### config.mk
export PLATFORM = sky130hd
export DESIGN_NAME = resv_scoreboard
export DESIGN_NICKNAME = d
export VERILOG_FILES = /design/src/rtl/resv_pkg.sv /design/src/rtl/resv_bits.sv /design/src/rtl/resv_ctrl.sv /design/src/rtl/resv_scoreboard.sv
export SDC_FILE = /design/constraint.sdc
export NUM_CORES = 1
export LEC_CHECK = 0
export BUFFER_PORTS_ARGS = -buffer_cell sky130_fd_sc_hd__buf_2
export CAP_MARGIN = 40
export CORE_UTILIZATION = 61
export DETAILED_ROUTE_END_ITERATION = 6
export PLACE_DENSITY = 0.86
export SETUP_SLACK_MARGIN = 0.1
export SYNTH_ARGS = -nofsm -noshare
export SYNTH_HDL_FRONTEND = slang
export SYNTH_SLANG_ARGS = --single-unit
### constraint.sdc
create_clock -name clk -period 3.3 [get_ports clk]
set_clock_uncertainty 0.05 [all_clocks]
set_input_delay 0.165 -clock clk [delete_from_list [all_inputs] [get_ports clk]]
set_output_delay 0.165 -clock clk [all_outputs]
set_load 0.05 [all_outputs]
### src/rtl/resv_pkg.sv
package resv_pkg;
  // Strobes handed from the control to the reservation bit banks.
  typedef struct packed {
    logic setEn;   // reserve the register at setLoc
    logic setVec;  // setLoc names a vector register
    logic clrEn;   // free the register at relLoc
    logic clrVec;  // relLoc names a vector register
    logic wipe;    // drop every reservation
  } resvStrobes_t;
endpackage

### src/rtl/resv_bits.sv
module resv_bits
  import resv_pkg::*;
#(
  parameter int GPR_COUNT = 16,
  parameter int VEC_COUNT = 8,
  parameter int IDX_W     = 5
) (
  input  logic             clk,
  input  logic             rstN,
  input  resvStrobes_t     strobe,
  input  logic [IDX_W-1:0] setLoc,
  input  logic [IDX_W-1:0] relLoc,
  input  logic             aVec,
  input  logic [IDX_W-1:0] aLoc,
  input  logic             bVec,
  input  logic [IDX_W-1:0] bLoc,
  output logic             busyA,
  output logic             busyB,
  output logic             busyRel
);
  logic [GPR_COUNT-1:0] gprBusy, gprSet, gprClr;
  logic [VEC_COUNT-1:0] vecBusy, vecSet, vecClr;

  function automatic logic pickBit(input logic isVec, input logic [IDX_W-1:0] loc,
                                   input logic [GPR_COUNT-1:0] g,
                                   input logic [VEC_COUNT-1:0] v);
    logic r;
    r = 1'b0;
    for (int i = 0; i < GPR_COUNT; i++)
      if (!isVec && loc == IDX_W'(i)) r = r | g[i];
    for (int i = 0; i < VEC_COUNT; i++)
      if (isVec && loc == IDX_W'(i)) r = r | v[i];
    return r;
  endfunction

  for (genvar g = 0; g < GPR_COUNT; g++) begin : gen_gpr
    assign gprSet[g] = strobe.setEn && !strobe.setVec && (setLoc == IDX_W'(g));
    assign gprClr[g] = strobe.clrEn && !strobe.clrVec && (relLoc == IDX_W'(g));

    assert_gpr_set_R3: assert property (@(posedge clk) disable iff (!rstN)
      gprSet[g] && !strobe.wipe |=> gprBusy[g]);
    assert_gpr_release_R5: assert property (@(posedge clk) disable iff (!rstN)
      gprClr[g] && !gprSet[g] && !strobe.wipe |=> !gprBusy[g]);
  end

  for (genvar v = 0; v < VEC_COUNT; v++) begin : gen_vec
    assign vecSet[v] = strobe.setEn && strobe.setVec && (setLoc == IDX_W'(v));
    assign vecClr[v] = strobe.clrEn && strobe.clrVec && (relLoc == IDX_W'(v));

    assert_vec_set_R3: assert property (@(posedge clk) disable iff (!rstN)
      vecSet[v] && !strobe.wipe |=> vecBusy[v]);
    assert_vec_release_R5: assert property (@(posedge clk) disable iff (!rstN)
      vecClr[v] && !vecSet[v] && !strobe.wipe |=> !vecBusy[v]);
  end

  // Reserve wins over a release of the same bit; wipe beats both.
  always_ff @(posedge clk or negedge rstN) begin
    if (!rstN) begin
      gprBusy <= '0;
      vecBusy <= '0;
    end else if (strobe.wipe) begin
      gprBusy <= '0;
      vecBusy <= '0;
    end else begin
      gprBusy <= (gprBusy & ~gprClr) | gprSet;
      vecBusy <= (vecBusy & ~vecClr) | vecSet;
    end
  end

  always_comb begin
    busyA   = pickBit(aVec, aLoc, gprBusy, vecBusy);
    busyB   = pickBit(bVec, bLoc, gprBusy, vecBusy);
    busyRel = pickBit(strobe.clrVec, relLoc, gprBusy, vecBusy);
  end

  assert_zero_never_held_R2: assert property (@(posedge clk) disable iff (!rstN)
    !gprBusy[0]);
  assert_flush_clears_R8: assert property (@(posedge clk) disable iff (!rstN)
    strobe.wipe |=> (gprBusy == '0 && vecBusy == '0));
endmodule

### src/rtl/resv_ctrl.sv
module resv_ctrl
  import resv_pkg::*;
#(
  parameter int GPR_COUNT = 16,
  parameter int VEC_COUNT = 8,
  parameter int IDX_W     = 5,
  parameter int TAG_W     = 6
) (
  input  logic                    clk,
  input  logic                    rstN,
  input  logic                    flush,
  input  logic                    srcAValid,
  input  logic [IDX_W-1:0]        srcAIdx,
  input  logic                    srcBValid,
  input  logic [IDX_W-1:0]        srcBIdx,
  input  logic                    dstValid,
  input  logic [IDX_W-1:0]        dstIdx,
  input  logic                    wbValid,
  input  logic signed [TAG_W-1:0] wbTag,
  input  logic                    busyA,
  input  logic                    busyB,
  input  logic                    busyRel,
  output resvStrobes_t            strobe,
  output logic [IDX_W-1:0]        setLoc,
  output logic [IDX_W-1:0]        relLoc,
  output logic                    aVec,
  output logic [IDX_W-1:0]        aLoc,
  output logic                    bVec,
  output logic [IDX_W-1:0]        bLoc,
  output logic                    srcAStall,
  output logic                    srcBStall,
  output logic [TAG_W-1:0]        dstTag,
  output logic                    errFlag
);
  localparam int TOTAL = GPR_COUNT + VEC_COUNT;

  function automatic logic inSpace(input logic [IDX_W-1:0] i);
    return int'(i) < TOTAL;
  endfunction
  function automatic logic isVecIdx(input logic [IDX_W-1:0] i);
    return int'(i) >= GPR_COUNT;
  endfunction
  function automatic logic [IDX_W-1:0] bankLoc(input logic [IDX_W-1:0] i);
    return isVecIdx(i) ? i - IDX_W'(GPR_COUNT) : i;
  endfunction

  logic [IDX_W-1:0] relIdx;
  logic relPos, relInSpace, dstAccept, rangeErr, missErr;

  always_comb begin
    relIdx     = wbTag[IDX_W-1:0];
    relPos     = !wbTag[TAG_W-1] && (wbTag != '0);
    relInSpace = inSpace(relIdx);

    aVec = isVecIdx(srcAIdx);
    aLoc = bankLoc(srcAIdx);
    bVec = isVecIdx(srcBIdx);
    bLoc = bankLoc(srcBIdx);

    srcAStall = srcAValid && inSpace(srcAIdx) && busyA;
    srcBStall = srcBValid && inSpace(srcBIdx) && busyB;

    dstAccept = dstValid && inSpace(dstIdx) && (dstIdx != '0) && !flush;
    dstTag    = dstAccept ? {1'b0, dstIdx} : '1;

    setLoc        = bankLoc(dstIdx);
    relLoc        = bankLoc(relIdx);
    strobe.setEn  = dstAccept;
    strobe.setVec = isVecIdx(dstIdx);
    strobe.clrEn  = wbValid && relPos && relInSpace && !flush;
    strobe.clrVec = isVecIdx(relIdx);
    strobe.wipe   = flush;

    rangeErr = (srcAValid && !inSpace(srcAIdx)) ||
               (srcBValid && !inSpace(srcBIdx)) ||
               (dstValid && !inSpace(dstIdx)) ||
               (wbValid && relPos && !relInSpace);
    missErr  = wbValid && relPos && relInSpace && !busyRel && !flush;
  end

  always_ff @(posedge clk or negedge rstN) begin
    if (!rstN) errFlag <= 1'b0;
    else if (rangeErr || missErr) errFlag <= 1'b1;
  end

  assert_err_sticky_R11: assert property (@(posedge clk) disable iff (!rstN)
    errFlag |=> errFlag);
  assert_zero_no_tag_R2: assert property (@(posedge clk) disable iff (!rstN)
    (dstValid && dstIdx == '0) |-> (dstTag == '1 && !strobe.setEn));
  assert_oor_flags_R7: assert property (@(posedge clk) disable iff (!rstN)
    (srcAValid && int'(srcAIdx) >= TOTAL) |=> errFlag);
  assert_oor_no_stall_R7: assert property (@(posedge clk) disable iff (!rstN)
    (int'(srcAIdx) >= TOTAL) |-> !srcAStall);
  assert_flush_no_tag_R8: assert property (@(posedge clk) disable iff (!rstN)
    flush |-> (dstTag == '1 && !strobe.clrEn));
  assert_miss_flags_R10: assert property (@(posedge clk) disable iff (!rstN)
    (wbValid && relPos && relInSpace && !busyRel && !flush) |=> errFlag);
endmodule

### src/rtl/resv_scoreboard.sv
module resv_scoreboard #(
  parameter int GPR_COUNT = 16,
  parameter int VEC_COUNT = 8,
  parameter int IDX_W     = $clog2(GPR_COUNT + VEC_COUNT),
  parameter int TAG_W     = IDX_W + 1
) (
  input  logic                    clk,
  input  logic                    rstN,
  input  logic                    flush,
  input  logic                    srcAValid,
  input  logic [IDX_W-1:0]        srcAIdx,
  input  logic                    srcBValid,
  input  logic [IDX_W-1:0]        srcBIdx,
  output logic                    srcAStall,
  output logic                    srcBStall,
  input  logic                    dstValid,
  input  logic [IDX_W-1:0]        dstIdx,
  output logic [TAG_W-1:0]        dstTag,
  input  logic                    wbValid,
  input  logic signed [TAG_W-1:0] wbTag,
  output logic                    errFlag
);
  resv_pkg::resvStrobes_t strobe;
  logic [IDX_W-1:0] setLoc, relLoc, aLoc, bLoc;
  logic aVec, bVec, busyA, busyB, busyRel;

  resv_ctrl #(.GPR_COUNT(GPR_COUNT), .VEC_COUNT(VEC_COUNT), .IDX_W(IDX_W), .TAG_W(TAG_W)) ctrl_i (
    .clk(clk), .rstN(rstN), .flush(flush),
    .srcAValid(srcAValid), .srcAIdx(srcAIdx), .srcBValid(srcBValid), .srcBIdx(srcBIdx),
    .dstValid(dstValid), .dstIdx(dstIdx), .wbValid(wbValid), .wbTag(wbTag),
    .busyA(busyA), .busyB(busyB), .busyRel(busyRel),
    .strobe(strobe), .setLoc(setLoc), .relLoc(relLoc),
    .aVec(aVec), .aLoc(aLoc), .bVec(bVec), .bLoc(bLoc),
    .srcAStall(srcAStall), .srcBStall(srcBStall), .dstTag(dstTag), .errFlag(errFlag)
  );

  resv_bits #(.GPR_COUNT(GPR_COUNT), .VEC_COUNT(VEC_COUNT), .IDX_W(IDX_W)) bits_i (
    .clk(clk), .rstN(rstN), .strobe(strobe), .setLoc(setLoc), .relLoc(relLoc),
    .aVec(aVec), .aLoc(aLoc), .bVec(bVec), .bLoc(bLoc),
    .busyA(busyA), .busyB(busyB), .busyRel(busyRel)
  );
endmodule

# ---- Yosys cells after proc, flatten, opt, wreduce, memory -nomap -nowiden
# Cells that the tools add are included.
# W data, S select, Z words.
dict set report op_classes {
  muxes 79
  add_sub_neg 4
  n_eq_ne 60
  bitwise_logic 75
  order_cmp 8
  n_reduce_logical 162
}
# op n
set op_table {}
lappend op_table {{$eq A5 B4 Y1 const B} 32}
lappend op_table {{$logic_and A1 B1 Y1} 141}
lappend op_table {{$eq A5 B3 Y1 const B} 16}
lappend op_table {{$mux W1} 72}
lappend op_table {{$or A1 B1 Y1} 69}
lappend op_table {{$eq A5 B2 Y1 const B} 8}
lappend op_table {{$eq A5 B1 Y1 const B} 4}
lappend op_table {{$ge A5 B5 Y1 const B} 4}
lappend op_table {{$logic_not A5 Y1} 4}
lappend op_table {{$lt A5 B5 Y1 const B} 4}
lappend op_table {{$mux W5} 4}
lappend op_table {{$sub A5 B5 Y5 const B} 4}
lappend op_table {{$and A16 B16 Y16} 1}
lappend op_table {{$mux W16} 1}
lappend op_table {{$not A16 Y16} 1}
lappend op_table {{$or A16 B16 Y16} 1}
lappend op_table {{$logic_not A1 Y1} 11}
lappend op_table {{$and A8 B8 Y8} 1}
lappend op_table {{$mux W8} 1}
lappend op_table {{$not A8 Y8} 1}
lappend op_table {{$or A8 B8 Y8} 1}
lappend op_table {{$mux W6} 1}
lappend op_table {{$reduce_bool A6 Y1} 1}
lappend op_table {{$reduce_bool A5 Y1} 1}
lappend op_table {{$logic_or A1 B1 Y1} 4}
dict set report word_totals {
  out_inout_bits 9
  word_cells 391
  inputBits 28
  regBits 25
}

# ---- Longest topological paths before layout
# Gate-level depths: netlist of the first run.
dict set report logic_depth {
  ltp_word 55
  mapped_depth 7
}

# ---- Modules after synthesis
# A second synthesis of the first run with hierarchy kept.
dict set report unflattened {
  cells_unflattened 283
  area_unflattened_um2 2249.7
}
# mod cells_per_inst instances area_per_inst_um2 seq_area_each_um2
set modules_own_cells {}
lappend modules_own_cells {resv_bits 229 1 1881.8 600.6}
lappend modules_own_cells {resv_ctrl 54 1 367.9 25.0}

# ---- Least setup slack after synthesis of the first run
# OpenSTA, ideal clock, no wires.
dict set report synth_timing {
  kind {input port to output port}
  start {in dstIdx[1]}
  end {out dstTag[4]}
  required_time_ns 3.085
  path_stages 2
  t_arrival_ns 1.656
  path_slack_ns 1.429
  cell_sequence {or2_2 > o31ai_1}
}
dict set report synth_between {
  elab_chain_cells 5
  elab_cells_between_ends 6
}
# element line
set synth_lines {}
lappend synth_lines {{start, declared} resv_scoreboard.sv:17} ;# input logic [IDX_W-1:0] dstIdx,
lappend synth_lines {{$lt A5 B5 Y1} resv_ctrl.sv:38} ;# return int'(i) < TOTAL;
lappend synth_lines {{$logic_and A1 B1 Y1} resv_ctrl.sv:63} ;# dstAccept = dstValid && inSpace(dstIdx) && (dstIdx != '0) && !flush;
lappend synth_lines {{$logic_and A1 B1 Y1 * (2 in a row)} resv_ctrl.sv:63}
lappend synth_lines {{$mux W6 *} resv_ctrl.sv:64} ;# dstTag = dstAccept ? {1'b0, dstIdx} : '1;
lappend synth_lines {{end, declared} resv_scoreboard.sv:18} ;# output logic [TAG_W-1:0] dstTag,
# Every way passes the cells marked *; elsewhere a longest branch is shown, timed or not.

# ---- Worst setup path in the final report of the first run
dict set report layout_timing {
  start {reg bits_i.gprBusy[7]}
  end {out srcAStall}
}
dict set report layout_between {
  elab_chain_cells 35
}
# element line
set layout_lines {}
lappend layout_lines {{start, declared} resv_bits.sv:21} ;# logic [GPR_COUNT-1:0] gprBusy, gprSet, gprClr;
lappend layout_lines {{start signal, assigned} resv_bits.sv:65} ;# gprBusy <= (gprBusy & ~gprClr) | gprSet;
lappend layout_lines {{$or A1 B1 Y1 *} resv_bits.sv:30} ;# if (!isVec && loc == IDX_W'(i)) r = r | g[i];
lappend layout_lines {{$mux W1 *} resv_bits.sv:30}
lappend layout_lines {{$or A1 B1 Y1} resv_bits.sv:30}
lappend layout_lines {{$mux W1 *} resv_bits.sv:30}
lappend layout_lines {{$or A1 B1 Y1} resv_bits.sv:30}
lappend layout_lines {{$mux W1 *} resv_bits.sv:30}
lappend layout_lines {{$or A1 B1 Y1} resv_bits.sv:30}
lappend layout_lines {{$mux W1 *} resv_bits.sv:30}
lappend layout_lines {{[... 19 more ...]} --}
lappend layout_lines {{$mux W1 *} resv_bits.sv:32} ;# if (isVec && loc == IDX_W'(i)) r = r | v[i];
lappend layout_lines {{$or A1 B1 Y1} resv_bits.sv:32}
lappend layout_lines {{$mux W1 *} resv_bits.sv:32}
lappend layout_lines {{$or A1 B1 Y1} resv_bits.sv:32}
lappend layout_lines {{$mux W1 *} resv_bits.sv:32}
lappend layout_lines {{$or A1 B1 Y1} resv_bits.sv:32}
lappend layout_lines {{$mux W1 *} resv_bits.sv:32}
lappend layout_lines {{$logic_and A1 B1 Y1 *} resv_ctrl.sv:60} ;# srcAStall = srcAValid && inSpace(srcAIdx) && busyA;
lappend layout_lines {{end, declared} resv_scoreboard.sv:14} ;# output logic srcAStall,
# Marks and branches as above.

==> results of run 1 <==
[logic make-up after synthesis]
logic type,Yosys count,synth area share
and+or+nand+nor,116,0.3016
AOI/OAI and AO/OA,87,0.2476
muxes,20,0.1017
buffers and inverters,27,0.06204
DFF,25,0.2872
[power breakdown]
group	internal [W]	leakage [nW]	switching (W)
Combinational	0.0000427	0.519	0.0000979
Clock	0.0000474	0.0150	0.0000898
Sequential	0.000308	0.344	0.00000285
Total	0.000398	0.878	0.000191
[metal layers]
metal / GRT usage / up-vias / share of wire
met2: 0.5192 / 123 / 0.46
met3: 0.08075 / 29 / 0.082
met4: 0.1905 / 0 / 0.037
met1: 0.4312 / 1071 / 0.42
li1: - / 1064 / -
met5: 0 / - / 0
[per-stage QoR]
step                setup WS, ns  instance area [sq um]  hold WS (ns)
floorplan                  1.429                   2178       -0.1806
global placement           1.539                   2307        0.1305
detailed placement         1.521                   2307        0.1344
CTS                        1.201                   2344        0.1071
global route               1.081                   2344        0.1272
finish                     1.190                   2344        0.1168
[cell type report]
type,instances,area [sq um]
clock buffers,4,26.28
fillers,296,1046
inverters,7,26.28
multi-input cells,223,1418
flip-flops and latches,25,625.6
well taps,46,57.56
repair buffers,37,190.2
[synthesized netlist by cell type, types with 7 or more instances]
cell      count  area (sq um)
a21oi_1      30         150.1
buf_2        12         60.06
dfrtp_1      25         625.6
inv_1         7         26.28
mux2i_1      12         120.1
nand2_1      32         120.1
nand2b_1     12         75.07
nand3_1       9         45.04
nand3b_1     15         112.6
nor2_1       12         45.04
o21ai_0      19         95.09
o21ai_1      12         60.06
[layout by cell type (no fill, tap or decap), types with 2 or more instances in the layout]
cell type / netlist / final
buf_2: 12 / 36
nand2b_1: 12 / 12
mux2i_1: 12 / 12
or3_1: 2 / 2
o21ai_1: 12 / 12
o41ai_1: 2 / 2
clkbuf_4: 0 / 3
and3_1: 2 / 2
a31oi_1: 2 / 2
mux2_4: 3 / 3
nor4bb_1: 3 / 3
nor4_1: 5 / 5
a21oi_1: 30 / 30
nand4b_1: 3 / 3
o22ai_1: 2 / 2
inv_1: 7 / 7
nand4_1: 4 / 4
nand3_1: 9 / 9
a211oi_1: 2 / 2
nor3_1: 5 / 5
nor2b_1: 3 / 3
nand3b_1: 15 / 15
mux2_2: 4 / 4
o21ai_0: 19 / 19
nor3_2: 3 / 3
dfrtp_1: 25 / 25
nor2_1: 12 / 12
nand2_1: 32 / 32
[critical path, cell delays in order, from the launching register on]
cell and delay (ns):
dfrtp_1 0.45, mux2_4 0.27, a22oi_1 0.19, nor2_1 0.07, a221oi_2 0.26, o22ai_1 0.11, buf_2 0.22
[path summary, 6_finish.rpt]
check,startpoint,to,slack [ns],cells after the start
min in group asynchronous,rstN,ctrl_i.errFlag$_DFFE_PN0P_,0.33,2
worst min register to register,bits_i.gprBusy[1]$_DFF_PN0_,bits_i.gprBusy[1]$_DFF_PN0_,0.53,2
worst max-delay path,bits_i.gprBusy[7]$_DFF_PN0_,srcAStall,1.19,6
max in group asynchronous,rstN,bits_i.gprBusy[0]$_DFF_PN0_,2.49,2
worst min-delay path,dstIdx[2],bits_i.gprBusy[12]$_DFF_PN0_,0.12,3
worst max register to register,bits_i.gprBusy[9]$_DFF_PN0_,ctrl_i.errFlag$_DFFE_PN0P_,1.78,5
[state kept, by name, indices dropped and copies added (netlist names)]
signal	flops
bits_i.gprBusy	16
bits_i.vecBusy	8
ctrl_i.errFlag	1
==> impl_metrics.json, run 1 <==
{
  "antenna_found_initial": 0,
  "clkSinkCount": 25,
  "hold_path_class": "primary input to flip-flop",
  "period_share": 0.6395,
  "critPathKind": "flip-flop to output port",
  "core_sq_um": 3390,
  "async_flop_share": 1.000,
  "crit_arrival_ns": 1.90,
  "rsz0062_at_grt": "no",
  "drive_above_1_share": 0.1858,
  "slew_headroom": 0.6254,
  "power_w": 0.0005889,
  "path_clk_slew_ns": 0.13,
  "synth_top_flop_cell": "dfrtp_1",
  "insertion_delay_ns": 0.32,
  "setup_viol": 0,
  "grt_use_total": 0.3354,
  "outcome": "completed",
  "area_growth_pct": 7.582,
  "postSynthCellCount": 275,
  "root_buffer": "clkbuf_4",
  "wl_per_cell_um": 17.42,
  "portBuffers": 36,
  "syn_area_sq_um": 2178,
  "h-tree-depth": 1,
  "placedCellCount": 337,
  "drtIter0Drc": 377,
  "critical_path_required_ns": 3.08,
  "die_w_um": 61.76,
  "syn_area_per_cell_sq_um": 7.921,
  "synth_edf_count": 0,
  "final-hold-violation-count": 0,
  "crit_fanout": 4,
  "critPathCaptureType": "output port",
  "diodes": 0,
  "start_util": 0.6427,
  "start_kind": "flip-flop",
  "cts_tree": "yes",
  "io_pins": 37,
  "cts_made_buffers": 3,
  "maxCapViolations": 0,
  "grt_max_degree": 28,
  "final_util": 0.6914,
  "grt_pass1_vias": 1924,
  "grt_pass1_wl_mm": 9.163,
  "gp_congestion": 0.9273,
  "synth_nets": 303,
  "holdBufCountCts": 1,
  "instances_no_fill": 342,
  "ys_types": 55,
  "die_y_um": 61.76,
  "cts_setup_buffers": 0,
  "drt_pass1_iterations": 6,
  "power_density_nw_per_um2": 251.3,
  "dieArea_sq_um": 3814,
  "antenna_left": 0,
  "yosysSeqAreaShare": 0.2872,
  "grt_overflow": 0,
  "ir_drop_mv": 0.2260,
  "synth-seq-cells": 25,
  "cts_buffer_depth": 2,
  "num_rows": 21,
  "fin_crit_ns": 2.110,
  "yosys_warnings": 0,
  "via_per_inst": 6.687,
  "drv_slew": 0,
  "finalSetupTns_ns": 0,
  "max_freq_mhz": 473.9,
  "post_cts_resized": 0,
  "tightest_slew_ns": 0.5618,
  "cellLeakagePower_nw": 0.8776,
  "routed_wl_mm": 5.958,
  "layout.nets": 325,
  "hpwlAfterDp_mm": 4.346,
  "drc_errors": 0,
  "num_vias": 2287
}
No activity file was read; power rests on OpenSTA's default activity.
==> run 2: changes to the inputs <==
--- a/config.mk
+++ b/config.mk
@@ -7,9 +7,9 @@
 export LEC_CHECK = 0
 export BUFFER_PORTS_ARGS = -buffer_cell sky130_fd_sc_hd__buf_2
 export CAP_MARGIN = 40
-export CORE_UTILIZATION = 61
+export CORE_UTILIZATION = 51
 export DETAILED_ROUTE_END_ITERATION = 6
-export PLACE_DENSITY = 0.86
+export PLACE_DENSITY = 0.76
 export SETUP_SLACK_MARGIN = 0.1
 export SYNTH_ARGS = -nofsm -noshare
 export SYNTH_HDL_FRONTEND = slang
==> constraint.sdc (replaced) <==
create_clock -name clk -period 1.8 [get_ports clk]
set_clock_uncertainty 0.05 [all_clocks]
set_input_delay 0.09 -clock clk [delete_from_list [all_inputs] [get_ports clk]]
set_output_delay 0.09 -clock clk [all_outputs]
set_load 0.05 [all_outputs]
==> run 2 against run 1 <==
Net effect:
- the run now ends with setup timing left
- critical endpoint is now srcBStall
- register-to-register slack worse by 1.6 ns
- die area is 19% higher
- count of clock-buffer cells in the layout stayed put
- flip-flop and latch count stayed put
- routed wire length is 4.4% higher
- sequential power is 83% higher
- core utilization is 8.3 points lower
- cell count is 3.8% higher
- clock power is 150% higher
- non-clock buffer count is 9 higher
==> impl_metrics.json, run 2 (synthesis gave the netlist of run 1 again) <==
{
  "clkSinkCount": 25,
  "tightest_slew_ns": 0.5812,
  "final-hold-violation-count": 0,
  "max_freq_mhz": 530.5,
  "drive_above_1_share": 0.2230,
  "reg.largest.list": "bits_i.gprBusy: 16 flops, bits_i.vecBusy: 8 flops, ctrl_i.errFlag: 1 flops",
  "maxCapViolations": 0,
  "top_register": "bits_i.gprBusy",
  "power_density_nw_per_um2": 479.4,
  "critical_path_required_ns": 1.66,
  "drtIter0Drc": 163,
  "rsz0062_at_grt": "yes",
  "fin_ws_ns": -0.08498,
  "instances_no_fill": 355,
  "hold_path_class": "primary input to flip-flop",
  "drt_pass1_iterations": 5,
  "cts_tree": "yes",
  "ir_drop_mv": 0.3842,
  "crit_arrival_ns": 1.74,
  "grt_overflow": 0,
  "die_y_um": 67.36,
  "drv_slew": 0,
  "insertion_delay_ns": 0.27,
  "routed_wl_mm": 6.219,
  "crit_fanout": 3,
  "start_kind": "flip-flop",
  "dieArea_sq_um": 4537,
  "h-tree-depth": 1,
  "cts_made_buffers": 3,
  "cts_buffer_depth": 2,
  "cellLeakagePower_nw": 0.9363,
  "layout.nets": 334,
  "io_pins": 37,
  "layout_commonest_cell": "buf_2",
  "multiInputGateArea_sq_um": 1438,
  "num_rows": 23,
  "diodes": 0,
  "dpl_cell_area_sq_um": 2376,
  "antenna_found_initial": 0,
  "grt_pass1_wl_mm": 9.832,
  "core_sq_um": 4058,
  "hpwlAfterDp_mm": 4.637,
  "grt_pass1_vias": 2007,
  "wl_per_cell_um": 17.52,
  "critPathKind": "flip-flop to output port",
  "setup_viol": 2,
  "pre_cts_slack_ns": 0.1295,
  "critPathCaptureType": "output port",
  "placedCellCount": 348,
  "slew_headroom": 0.6125,
  "reg2regPathDepth": 6,
  "hold_depth": 3,
  "fill_cells": 377,
  "gp_congestion": 0.9172,
  "area_growth_pct": 13.27,
  "violations": "setup timing",
  "post-route-cell-area_sq_um": 2467,
  "via_per_inst": 6.428,
  "period_share": 1.047,
  "root_buffer": "clkbuf_8",
  "grt_max_degree": 26,
  "portBuffers": 36,
  "outcome": "finished with violations",
  "grt_use_total": 0.2928,
  "fin_crit_ns": 1.885,
  "path_clk_slew_ns": 0.09,
  "start_util": 0.5368,
  "num_vias": 2282,
  "die_w_um": 67.36,
  "antenna_left": 0,
  "final_cell_mix": "buf_2 (34), nand2_1 (32), a21oi_1 (29)",
  "drc_errors": 0,
  "seq_area_sq_um": 625.6,
  "largest_register_ff_count": 16
}
-- run 2: cell count changes in the layout (fill, tap and decap cells not counted), sizes merged --
cell  previous run  this run
buf             36        45
-- run 2: worst max-delay path, stage by stage, from the launching register on --
cell      delay, ns
dfrtp_1        0.40
buf_4          0.15
mux2i_1        0.24
nor4bb_1       0.09
nor3_1         0.15
nand2_1        0.08
o211a_1        0.21
buf_6          0.15
-- run 2: metrics by stage --
| stage | utilization | hold slack (ns) | power (W) | setup TNS [ns] |
|---|---|---|---|---|
| 2_1_floorplan | - | -0.2556 | 0.0007532 | 0 |
| 3_3_place_gp | 0.5856 | 0.06534 | 0.0008436 | 0 |
| 3_5_place_dp | 0.5856 | 0.06634 | 0.0008445 | 0 |
| 4_1_cts | 0.6072 | 0.08531 | 0.001184 | -0.1569 |
| 5_1_grt | 0.6081 | 0.1140 | 0.001222 | -0.2595 |
| 6_report | 0.6081 | 0.08129 | 0.001183 | -0.1640 |
-- run 2: path summary, 6_finish.rpt --
path                                              from                           end  slack (ns)
setup / recovery           bits_i.gprBusy[7]$_DFF_PN0_                     srcBStall       -0.08
hold / removal                               dstIdx[2]  bits_i.gprBusy[12]$_DFF_PN0_        0.08
setup reg to reg           bits_i.gprBusy[7]$_DFF_PN0_    ctrl_i.errFlag$_DFFE_PN0P_        0.22
hold reg to reg             ctrl_i.errFlag$_DFFE_PN0P_    ctrl_i.errFlag$_DFFE_PN0P_        0.55
max in group asynchronous                         rstN   bits_i.gprBusy[0]$_DFF_PN0_        1.03
min in group asynchronous                         rstN   bits_i.gprBusy[5]$_DFF_PN0_        0.30
-- run 2: layer usage --
metal | vias up | global-route usage | share of wire
li1 | 1082 | - | -
met1 | 1061 | 0.3994 | 0.44
met2 | 121 | 0.4613 | 0.47
met3 | 18 | 0.04223 | 0.070
met4 | 0 | 0.1223 | 0.027
met5 | - | 0 | 0
-- run 2: power breakdown --
part           switching (W)  internal [W]
sequential        0.00000460      0.000565
clock               0.000181      0.000159
combinational       0.000185     0.0000893
-- run 2: cell type report --
cell class,count,share of cell area
flip-flops and latches,25,0.2535
inverters,7,0.01065
clock buffers,4,0.01826
well taps,50,0.02535
multi-input cells,223,0.5827
repair buffers,46,0.1095
-- run 2: timing repair --
item,in CTS,in global routing
endpoints found under the setup margin,2,2
cloned,0,0
gates resized for setup,5,2
hold endpoints to repair,25,0
buffers inserted,2,0
hold buffers,1,0
pin swaps,4,1
